===== src/rtl/glyph_row_pkg.sv =====
package glyph_row_pkg;
  localparam int CODE_W      = 8;
  localparam int ROW_W       = 4;
  localparam int DOT_W       = 5;
  localparam int GLYPH_ADDR_W = 6;
  localparam int GLYPH_DEPTH = 1 << GLYPH_ADDR_W;
  localparam logic [ROW_W-1:0] LAST_ROW_SHORT = 4'd7;
  localparam logic [ROW_W-1:0] LAST_ROW_TALL  = 4'd10;

  // Strobes and decoded lookup fields from control to datapath
  typedef struct packed {
    logic                    ramWe;
    logic [GLYPH_ADDR_W-1:0] wrAddr;
    logic [GLYPH_ADDR_W-1:0] rdAddr;
    logic                    useRam;
    logic                    rowVisible;
    logic                    cursorHit;
    logic                    blinkFill;
  } glyphCtrl_t;
endpackage


===== src/rtl/glyph_row_ctrl.sv =====
module glyph_row_ctrl
  import glyph_row_pkg::*;
#(
  parameter int BLINK_TICKS = 20
) (
  input  logic                    clk,
  input  logic                    rstN,
  input  logic                    tickEn,
  input  logic                    blinkOn,
  input  logic                    wrEn,
  input  logic [GLYPH_ADDR_W-1:0] wrAddr,
  input  logic [3:0]              codeHigh,
  input  logic [2:0]              codeLow,
  input  logic [ROW_W-1:0]        rowIdx,
  input  logic                    fontTall,
  input  logic                    dispOn,
  input  logic                    cursorOn,
  input  logic                    atCursor,
  output glyphCtrl_t              ctrl
);
  localparam int CNT_W = (BLINK_TICKS > 1) ? $clog2(BLINK_TICKS) : 1;
  localparam logic [CNT_W-1:0] CNT_LAST = CNT_W'(BLINK_TICKS - 1);

  logic [CNT_W-1:0] blinkCnt;
  logic             blinkPhase;
  logic [ROW_W-1:0] lastRow;

  // Blink time base: counts ticks, flips the phase every BLINK_TICKS ticks
  always_ff @(posedge clk) begin
    if (!rstN || !blinkOn) begin
      blinkCnt   <= '0;
      blinkPhase <= 1'b0;
    end else if (tickEn) begin
      if (blinkCnt == CNT_LAST) begin
        blinkCnt   <= '0;
        blinkPhase <= ~blinkPhase;
      end else begin
        blinkCnt <= blinkCnt + 1'b1;
      end
    end
  end

  always_comb begin
    lastRow         = fontTall ? LAST_ROW_TALL : LAST_ROW_SHORT;
    ctrl.ramWe      = wrEn;
    ctrl.wrAddr     = wrAddr;
    ctrl.useRam     = (codeHigh == 4'd0);
    ctrl.rdAddr     = fontTall ? {codeLow[2:1], rowIdx}
                               : {codeLow, rowIdx[2:0]};
    ctrl.rowVisible = dispOn && (rowIdx <= lastRow);
    ctrl.cursorHit  = cursorOn && atCursor && (rowIdx == lastRow);
    ctrl.blinkFill  = blinkOn && atCursor && blinkPhase;
  end

  a_r9_count_bound: assert property (@(posedge clk) disable iff (!rstN)
    blinkCnt <= CNT_LAST);
  a_r9_phase_cleared: assert property (@(posedge clk) disable iff (!rstN)
    !blinkOn |=> !blinkPhase);
  a_r9_phase_needs_tick: assert property (@(posedge clk) disable iff (!rstN)
    (blinkOn && !tickEn) |=> $stable(blinkPhase));
endmodule


===== src/rtl/glyph_row_dp.sv =====
module glyph_row_dp
  import glyph_row_pkg::*;
(
  input  logic              clk,
  input  logic              rstN,
  input  glyphCtrl_t        ctrl,
  input  logic [DOT_W-1:0]  wrData,
  input  logic [DOT_W-1:0]  romCode,
  input  logic [ROW_W-1:0]  rowIdx,
  output logic [DOT_W-1:0]  dotRow
);
  logic [DOT_W-1:0] glyphMem [GLYPH_DEPTH];
  logic [DOT_W-1:0] ramDots;
  logic [DOT_W-1:0] romDots;
  logic [DOT_W-1:0] baseDots;
  logic [DOT_W-1:0] rowShift;
  logic [DOT_W-1:0] dotNext;

  // Glyph store: only the displayable bits are kept
  always_ff @(posedge clk) begin
    if (ctrl.ramWe) glyphMem[ctrl.wrAddr] <= wrData;
  end

  assign ramDots  = glyphMem[ctrl.rdAddr];
  assign rowShift = {rowIdx, 1'b0};
  assign baseDots = ctrl.useRam ? ramDots : romDots;

  // Per-dot stand-in pattern and overlay
  for (genvar p = 0; p < DOT_W; p++) begin : g_dot
    assign romDots[p] = romCode[p] ^ rowShift[p];
    assign dotNext[p] = ctrl.rowVisible &
                        (ctrl.blinkFill | ctrl.cursorHit | baseDots[p]);
  end

  always_ff @(posedge clk) begin
    if (!rstN) dotRow <= '0;
    else       dotRow <= dotNext;
  end

  a_r8_dark_when_hidden: assert property (@(posedge clk) disable iff (!rstN)
    !ctrl.rowVisible |=> (dotRow == '0));
  a_r7_cursor_solid: assert property (@(posedge clk) disable iff (!rstN)
    (ctrl.rowVisible && ctrl.cursorHit) |=> (dotRow == '1));
endmodule


===== src/rtl/glyph_row_gen.sv =====
module glyph_row_gen
  import glyph_row_pkg::*;
#(
  parameter int BLINK_TICKS = 20
) (
  input  logic        clk,
  input  logic        rstN,
  input  logic        tickEn,
  input  logic        wrEn,
  input  logic [5:0]  wrAddr,
  input  logic [4:0]  wrData,
  input  logic [7:0]  charCode,
  input  logic [3:0]  rowIdx,
  input  logic        fontTall,
  input  logic        dispOn,
  input  logic        cursorOn,
  input  logic        blinkOn,
  input  logic        atCursor,
  output logic [4:0]  dotRow
);
  glyphCtrl_t ctrl;

  glyph_row_ctrl #(.BLINK_TICKS(BLINK_TICKS)) ctrl_i (
    .clk(clk), .rstN(rstN), .tickEn(tickEn), .blinkOn(blinkOn),
    .wrEn(wrEn), .wrAddr(wrAddr), .codeHigh(charCode[7:4]),
    .codeLow(charCode[2:0]), .rowIdx(rowIdx), .fontTall(fontTall),
    .dispOn(dispOn), .cursorOn(cursorOn), .atCursor(atCursor), .ctrl(ctrl)
  );

  glyph_row_dp dp_i (
    .clk(clk), .rstN(rstN), .ctrl(ctrl), .wrData(wrData),
    .romCode(charCode[4:0]), .rowIdx(rowIdx), .dotRow(dotRow)
  );

  // Port-level checks
  a_r6_display_dark: assert property (@(posedge clk) disable iff (!rstN)
    !dispOn |=> (dotRow == 5'h00));
  a_r8_short_rows: assert property (@(posedge clk) disable iff (!rstN)
    (!fontTall && rowIdx > 4'd7) |=> (dotRow == 5'h00));
  a_r8_tall_rows: assert property (@(posedge clk) disable iff (!rstN)
    (fontTall && rowIdx > 4'd10) |=> (dotRow == 5'h00));
  a_r7_cursor_row: assert property (@(posedge clk) disable iff (!rstN)
    (dispOn && cursorOn && atCursor &&
     ((!fontTall && rowIdx == 4'd7) || (fontTall && rowIdx == 4'd10)))
    |=> (dotRow == 5'h1F));
endmodule


===== config.mk =====
export PLATFORM = sky130hd
export DESIGN_NAME = glyph_row_gen
export DESIGN_NICKNAME = d
export VERILOG_FILES = /design/src/rtl/glyph_row_pkg.sv /design/src/rtl/glyph_row_ctrl.sv /design/src/rtl/glyph_row_dp.sv /design/src/rtl/glyph_row_gen.sv
export SDC_FILE = /design/constraint.sdc
export NUM_CORES = 1
export LEC_CHECK = 0
export BUFFER_PORTS_ARGS = -buffer_cell sky130_fd_sc_hd__buf_2
export CAP_MARGIN = 0
export CORE_ASPECT_RATIO = 1.75
export CORE_MARGIN = 2
export CORE_UTILIZATION = 45
export DETAILED_ROUTE_END_ITERATION = 8
export PLACE_DENSITY_LB_ADDON = 0.08
export SYNTH_ARGS = -nofsm -noshare
export SYNTH_HDL_FRONTEND = slang
export SYNTH_SLANG_ARGS = --single-unit
export TNS_END_PERCENT = 30

===== constraint.sdc =====
create_clock -name clk -period 4 [get_ports clk]
set_clock_uncertainty 0.05 [all_clocks]
set_input_delay 0.2 -clock clk [delete_from_list [all_inputs] [get_ports clk]]
set_output_delay 0.2 -clock clk [all_outputs]
set_load 0.05 [all_outputs]

==> run_summary.xml, run 1 <==
<?xml version="1.0" encoding="UTF-8"?>
<metrics>
  <group name="status">
    <metric name="outcome" unit="">complete, no violations</metric>
  </group>
  <group name="pwr">
    <metric name="p_sw" unit="µW">1500</metric>
    <metric name="share_clk_of_total_power" unit="%">41.1</metric>
    <metric name="max-vdd-ir-drop" unit="mV">0.317</metric>
    <metric name="seq_power_share" unit="%">53.2</metric>
    <metric name="power_density_over_cell_area" unit="nW/µm²">481</metric>
    <metric name="netSwitchingFraction" unit="%">20.8</metric>
    <metric name="totalPowerFinal" unit="µW">7200</metric>
    <metric name="combinationalPowerShare" unit="%">5.7</metric>
    <metric name="power.leakage" unit="µW">0.00478</metric>
    <metric name="power_report.internal_total" unit="µW">5710</metric>
  </group>
  <group name="finish">
    <metric name="design_area" unit="µm²">15000</metric>
    <metric name="fillers" unit="">2397</metric>
    <metric name="drive_gt1_share" unit="%">21.7</metric>
    <metric name="antenna-diode-count" unit="">0</metric>
    <metric name="final_nets" unit="">759</metric>
    <metric name="layout-area-overhead-vs-synth" unit="%">11.2</metric>
  </group>
  <group name="logic_synthesis">
    <metric name="ys_dominant_reg_cell" unit="">edfxtp_1</metric>
    <metric name="synth_nets" unit="">711</metric>
    <metric name="post_synth.cell_area_avg" unit="µm²">20.0</metric>
    <metric name="synth_warnings" unit="">0</metric>
    <metric name="ys_top_cells_by_area" unit="">edfxtp_1, mux4_2, mux4_1</metric>
    <metric name="synth-edff-count" unit="">320</metric>
    <metric name="synth.yosys.seq_area_share" unit="%">73.0</metric>
    <metric name="synthDominantCellAreaShare" unit="%">71.3</metric>
    <metric name="syn-cell-area" unit="µm²">13500</metric>
    <metric name="synth-async-reset-ratio" unit="%">0</metric>
    <metric name="ys_ff_latch" unit="">331</metric>
    <metric name="number_of_distinct_library_cell_variants_in_the_gate_level_netlist_after_synthesis" unit="">55</metric>
    <metric name="postSynthCellCount" unit="">675</metric>
    <metric name="synth_area_leader" unit="">edfxtp_1</metric>
  </group>
  <group name="run">
    <metric name="cap_violations" unit="">0</metric>
  </group>
  <group name="routing">
    <metric name="via_count" unit="">6685</metric>
    <metric name="drc_errors" unit="">0</metric>
    <metric name="drt.antenna.violating_nets" unit="">0</metric>
    <metric name="route.final.wire_length" unit="mm">31.5</metric>
    <metric name="detailed_route_vias_per_instance" unit="">5.92</metric>
    <metric name="drt_iter0_markers" unit="">581</metric>
    <metric name="first_pass_iters" unit="">5</metric>
    <metric name="route.detailed.wl_per_inst" unit="µm">27.9</metric>
  </group>
  <group name="floorplanning">
    <metric name="die-width" unit="µm">135</metric>
    <metric name="placement_rows" unit="">83</metric>
    <metric name="die_area" unit="µm²">31400</metric>
    <metric name="initial_core_util" unit="%">45.8</metric>
    <metric name="design.portCount" unit="">37</metric>
    <metric name="core-area" unit="µm²">29400</metric>
    <metric name="die_h" unit="µm">233</metric>
  </group>
  <group name="timing">
    <metric name="period_minus_slack" unit="ns">2.34</metric>
    <metric name="timing.final.setup_violations" unit="">0</metric>
    <metric name="fin_crit_sh" unit="%">58.4</metric>
    <metric name="fmax" unit="MHz">428</metric>
    <metric name="fin_worst_hold_slack" unit="ns">0.0500</metric>
    <metric name="finalHoldViolCount" unit="">0</metric>
    <metric name="tns" unit="ns">0</metric>
    <metric name="tightestPinTransition" unit="ns">1.28</metric>
    <metric name="setup_repair_after_global_routing_missed_its_margin" unit="">no</metric>
    <metric name="timing.max_slew.rel_slack" unit="%">14.5</metric>
    <metric name="timing.final.max_slew_violations" unit="">0</metric>
  </group>
  <group name="critical_path">
    <metric name="critical_path_class" unit="">input port to flop</metric>
    <metric name="critical_path_maximum_fanout" unit="">21</metric>
    <metric name="cp.required" unit="ns">4.37</metric>
    <metric name="worst_ep_arrival_time" unit="ns">2.71</metric>
    <metric name="crit_path_start_kind" unit="">input port</metric>
    <metric name="critical_path.endpoint_type" unit="">flop</metric>
    <metric name="timing.reg2reg.setup_slack" unit="ns">1.89</metric>
  </group>
  <group name="grt">
    <metric name="maximum_number_of_pins_on_one_net_before_global_route_repair" unit="">65</metric>
    <metric name="grt_pass1_wl" unit="mm">46.1</metric>
    <metric name="grt_overflow_total" unit="">0</metric>
    <metric name="vias_in_the_first_global_route" unit="">7012</metric>
    <metric name="grt_antenna_before_repair" unit="">0</metric>
    <metric name="groute.usage.overall" unit="%">20.5</metric>
  </group>
  <group name="clocking">
    <metric name="worst_setup_hold_path_clk_slew" unit="ns">0.06</metric>
    <metric name="cts_htree_levels" unit="">1</metric>
    <metric name="cts.path.max_buffers" unit="">3</metric>
    <metric name="post_cts_resize_count" unit="">0</metric>
    <metric name="clock-sinks" unit="">331</metric>
    <metric name="clock_latency" unit="ns">0.56</metric>
    <metric name="tritoncts" unit="">done</metric>
    <metric name="clock_root_cell" unit="">clkbuf_16</metric>
    <metric name="cts_inserted_buffers" unit="">30</metric>
  </group>
  <group name="min_path">
    <metric name="worst_hold_path_type" unit="">input port to flop</metric>
  </group>
  <group name="placed_design">
    <metric name="dp.final_hpwl" unit="mm">20.2</metric>
    <metric name="detailed_place.area" unit="µm²">13900</metric>
    <metric name="buffer_ports.inserted" unit="">36</metric>
    <metric name="final_weighted_congestion_of_routability_driven_global_placement" unit="">0.769</metric>
  </group>
</metrics>
-- power groups by stage --
stage | Combinational, µW | Clock (µW) | Sequential (µW)
2_1_floorplan | 246 | 0 | 3910
3_3_place_gp | 405 | 0 | 3910
3_5_place_dp | 411 | 0 | 3910
4_1_cts | 419 | 3020 | 3830
5_1_grt | 438 | 3130 | 3830
6_report | 412 | 2960 | 3830
-- sequential cells by signal (all words and copies together), names as in the netlist --
name               flops
ctrl_i.blinkCnt        5
ctrl_i.blinkPhase      1
dp_i.dotRow            5
dp_i.glyphMem        320
-- layout by cell type, fill, tap and decap left out, types with 3 or more instances in the layout --
cell	Yosys	routed
buf_4	5	9
clkbuf_8	0	3
nor2b_1	12	12
clkinv_2	0	7
inv_1	4	4
nand2_1	14	14
nand3_1	8	8
edfxtp_1	320	320
a2111oi_0	4	4
clkinv_1	0	3
a311oi_1	4	4
a221oi_1	3	3
o41ai_1	3	3
dlygate4sd3_1	0	8
bufinv_16	0	4
nor2_1	82	82
mux2_2	10	10
mux4_2	58	58
nor3_1	3	3
nand4_1	3	3
nand2b_1	3	3
clkbuf_16	0	31
clkbuf_1	9	7
a211oi_1	5	5
ha_1	4	4
dfxtp_1	11	11
xor2_1	6	6
o221ai_1	6	6
mux4_1	23	23
buf_2	3	34
o21ai_1	3	3
mux2i_1	15	15
o22ai_1	4	4
-- synth_stat cells (2+ instances only) --
cell,n
buf_6,10
buf_2,3
o221ai_1,6
mux2i_1,15
a211oi_1,5
o22ai_1,4
nand2b_1,3
edfxtp_1,320
o41ai_1,3
a211o_1,2
nand3_1,8
xnor2_1,2
clkbuf_4,2
nor2b_1,12
nand4_1,3
buf_12,4
buf_4,5
clkbuf_1,9
o21ai_0,2
a21oi_1,2
mux2_2,10
nand3b_1,2
o21ai_1,3
and2b_1,2
nand2_1,14
a22oi_1,2
a2111oi_0,4
dfxtp_1,11
nor2_1,82
mux4_1,23
xor2_1,6
inv_1,4
a221oi_1,3
a311oi_1,4
mux4_2,58
o21bai_1,2
or2b_1,2
nor3_1,3
ha_1,4
-- logic make-up (layout without fill, tap and decap cells) --
group                    count (synthesis)  in the layout  share of synthesized area (%)
adder cells (fa/ha/maj)                  4              4                          0.372
buffers and inverters                   40            112                           2.51
multiplexers                           107            107                           16.2
flip-flops                             331            331                           73.0
XOR/XNOR                                 8              8                          0.520
AO/OA/AOI/OAI                           47             47                           2.77
AND/OR/NAND/NOR                        138            138                           4.64
-- final timing paths --
path,from,to,depth (start not counted)
setup / recovery,charCode[0],dp_i.dotRow[4],6
hold / removal,rstN,ctrl_i.blinkCnt[2],4
setup reg to reg,dp_i.glyphMem[19][4],dp_i.dotRow[4],4
hold reg to reg,ctrl_i.blinkCnt[4],ctrl_i.blinkCnt[4],2
-- critical path, cell delays in order --
cell           delay (ns)
dlygate4sd3_1        0.52
buf_2                0.12
mux2_2               0.72
mux4_2               0.65
o221ai_1             0.35
a311oi_1             0.14
-- repair_timing --
action | CTS | global route
hold endpoints to repair | 8 | 0
setup buffers | 0 | 0
hold buffers | 8 | 0
-- area by class of cell --
cell class	count	area [µm²]	share of cell area [%]
sequential	331	9830	65.6
multi-input combinational	304	3300	22.0
clock buffer	41	843	5.63
tap	382	478	3.19
timing repair buffer	52	338	2.26
clock inverter	15	175	1.17
inverter	4	15.0	0.100
-- layer usage --
metal / part of all wire (%) / up-vias / track usage, %
met2: 54 / 233 / 37.4
li1: - / 2872 / -
met1: 36 / 3508 / 23.4
met5: 0 / - / 0
met4: 4.6 / 0 / 9.51
met3: 5.0 / 72 / 2.94
-- per-stage QoR --
step,std cells,utilization (%),setup WS (ns)
floorplan,675,-,1.89
global placement,1065,47.2,1.09
detailed placement,1065,47.2,1.07
CTS,1129,51.0,1.65
global route,1129,51.0,1.46
finish,1129,51.0,1.66
No activity file was read; power rests on OpenSTA's default activity.
==> run 2, diff against run 1 <==
clock period = 2.4 ns   (was 4 ns; I/O delays follow)
==> run 2 against run 1 <==
Count of clock-buffer cells in the layout decreased by 7. Register-to-register slack lost 1.7 ns. Utilization is 1.7 points higher. Largest cell class unchanged. Highest routed layer unchanged.
==> run_summary.xml, run 2 (same netlist as run 1, synthesis figures left out) <==
<?xml version="1.0" encoding="UTF-8"?>
<metrics>
  <group name="critical_path">
    <metric name="critical_path.endpoint_type" unit="">flop</metric>
    <metric name="timing.reg2reg.worst_path_depth" unit="">5</metric>
    <metric name="worst_ep_arrival_time" unit="ns">2.55</metric>
    <metric name="crit_path_start_kind" unit="">flop</metric>
    <metric name="cp.required" unit="ns">2.77</metric>
    <metric name="critical_path_class" unit="">flop to flop</metric>
    <metric name="critical_path_maximum_fanout" unit="">1</metric>
  </group>
  <group name="timing">
    <metric name="period_minus_slack" unit="ns">2.17</metric>
    <metric name="timing.final.setup_violations" unit="">0</metric>
    <metric name="fmax" unit="MHz">460</metric>
    <metric name="setup_repair_after_global_routing_missed_its_margin" unit="">no</metric>
    <metric name="fin_worst_hold_slack" unit="ns">0.0210</metric>
    <metric name="fin_crit_sh" unit="%">90.6</metric>
    <metric name="tns" unit="ns">0</metric>
    <metric name="timing.final.max_slew_violations" unit="">0</metric>
    <metric name="timing.max_slew.rel_slack" unit="%">37.1</metric>
    <metric name="finalHoldViolCount" unit="">0</metric>
    <metric name="tightestPinTransition" unit="ns">0.920</metric>
  </group>
  <group name="placed_design">
    <metric name="dp.final_hpwl" unit="mm">21.0</metric>
    <metric name="final_weighted_congestion_of_routability_driven_global_placement" unit="">0.802</metric>
    <metric name="buffer_ports.inserted" unit="">36</metric>
  </group>
  <group name="grt">
    <metric name="grt_overflow_total" unit="">0</metric>
    <metric name="grt_antenna_before_repair" unit="">0</metric>
    <metric name="groute.usage.overall" unit="%">20.3</metric>
    <metric name="vias_in_the_first_global_route" unit="">7196</metric>
    <metric name="grt_pass1_wl" unit="mm">46.1</metric>
    <metric name="maximum_number_of_pins_on_one_net_before_global_route_repair" unit="">65</metric>
  </group>
  <group name="finish">
    <metric name="drive_gt1_share" unit="%">26.3</metric>
    <metric name="antenna-diode-count" unit="">0</metric>
    <metric name="register_containing_the_most_flip_flops_in_the_final_layout" unit="">dp_i.glyphMem</metric>
    <metric name="final_nets" unit="">816</metric>
    <metric name="largest_register_ff_count" unit="">320</metric>
    <metric name="most-common-layout-cells" unit="">edfxtp_1, nor2_1, mux4_2, buf_4, buf_2</metric>
    <metric name="reg_top3" unit="">dp_i.glyphMem (320), ctrl_i.blinkCnt (5), dp_i.dotRow (5)</metric>
    <metric name="layout-area-overhead-vs-synth" unit="%">14.8</metric>
    <metric name="layout_commonest_cell" unit="">edfxtp_1</metric>
  </group>
  <group name="floorplanning">
    <metric name="die-width" unit="µm">135</metric>
    <metric name="placement_rows" unit="">83</metric>
    <metric name="initial_core_util" unit="%">45.8</metric>
    <metric name="die_h" unit="µm">233</metric>
    <metric name="core-area" unit="µm²">29400</metric>
    <metric name="design.portCount" unit="">37</metric>
    <metric name="die_area" unit="µm²">31400</metric>
  </group>
  <group name="routing">
    <metric name="detailed_route_vias_per_instance" unit="">5.66</metric>
    <metric name="route.detailed.wl_per_inst" unit="µm">26.1</metric>
    <metric name="drc_errors" unit="">0</metric>
    <metric name="drt_iter0_markers" unit="">504</metric>
    <metric name="route.final.wire_length" unit="mm">30.9</metric>
    <metric name="first_pass_iters" unit="">5</metric>
    <metric name="via_count" unit="">6697</metric>
    <metric name="drt.antenna.violating_nets" unit="">0</metric>
  </group>
  <group name="clocking">
    <metric name="worst_setup_hold_path_clk_slew" unit="ns">0.06</metric>
    <metric name="clock_latency" unit="ns">0.57</metric>
    <metric name="cts.path.max_buffers" unit="">3</metric>
    <metric name="tritoncts" unit="">done</metric>
    <metric name="clock_root_cell" unit="">clkbuf_16</metric>
    <metric name="cts_inserted_buffers" unit="">30</metric>
    <metric name="clock-sinks" unit="">331</metric>
    <metric name="cts_htree_levels" unit="">1</metric>
  </group>
  <group name="pwr">
    <metric name="power.leakage" unit="µW">0.00507</metric>
    <metric name="power_density_over_cell_area" unit="nW/µm²">778</metric>
    <metric name="max-vdd-ir-drop" unit="mV">0.585</metric>
  </group>
  <group name="run">
    <metric name="cap_violations" unit="">0</metric>
  </group>
  <group name="min_path">
    <metric name="worst_hold_path_type" unit="">input port to flop</metric>
    <metric name="hold_depth" unit="">1</metric>
  </group>
  <group name="status">
    <metric name="outcome" unit="">complete, no violations</metric>
  </group>
</metrics>
run 2: changes by cell type in the layout (fill, tap and decap cells not counted), sizes merged:
cell         previous run  this run
buf                    44        97
clkinv                 11        14
clkinvlp                0         1
bufinv                  4         5
dlygate4sd3             8        12
clkbuf                 41        34
run 2: what timing repair did:
action | CTS | global route
buffers inserted | 0 | 0
hold buffers | 12 | 0
endpoints found under the hold margin | 11 | 0
resized for setup | 0 | 0
run 2: cell type report:
cell class                      count  area (µm²)
Clock buffer                       34         787
Clock inverter                     20         216
Fill cell                        2321       13900
Inverter                            4        15.0
Multi-Input combinational cell    304        3300
Sequential cell                   331        9830
Tap cell                          382         478
Timing Repair Buffer              109         838
run 2: worst paths after layout:
check | start | endpoint | slack, ns
setup reg to reg | dp_i.glyphMem[56][4] | dp_i.dotRow[4] | 0.23
setup / recovery | dp_i.glyphMem[56][4] | dp_i.dotRow[4] | 0.23
hold / removal | wrData[0] | dp_i.glyphMem[17][0] | 0.02
hold reg to reg | ctrl_i.blinkCnt[4] | ctrl_i.blinkCnt[4] | 0.46
run 2: metal layers:
metal | vias up | GRT usage (%) | share of wire, %
li1 | 2988 | - | -
met1 | 3444 | 24.2 | 38
met3 | 61 | 2.70 | 4.2
met4 | 0 | 9.74 | 4.9
met2 | 204 | 36.0 | 52
met5 | - | 0 | 0
run 2: worst max-delay path: stages (launching register included):
cell and delay (ns):
edfxtp_1 0.36, nor2b_1 0.13, a2111oi_0 0.81, o41ai_2 0.22, o221ai_1 0.30, a311oi_1 0.15
run 2: power by group:
group,switching [µW],internal [µW],total (µW),leakage (µW)
logic,437,304,741,0.00161
registers,10.1,6370,6380,0.00297
clock network,2030,2870,4900,0.000490
run 2: stage by stage:
step	util (%)	power (µW)	instances	setup slack, ns	instance area [µm²]
floorplan	-	6930	675	0.368	13500
CTS	52.6	12100	1184	0.310	15500
detailed placement	48.8	7250	1118	0.0996	14300
global route	52.6	12400	1184	0.165	15500
finish	52.6	12000	1184	0.226	15500
global placement	48.8	7230	1118	0.141	14300
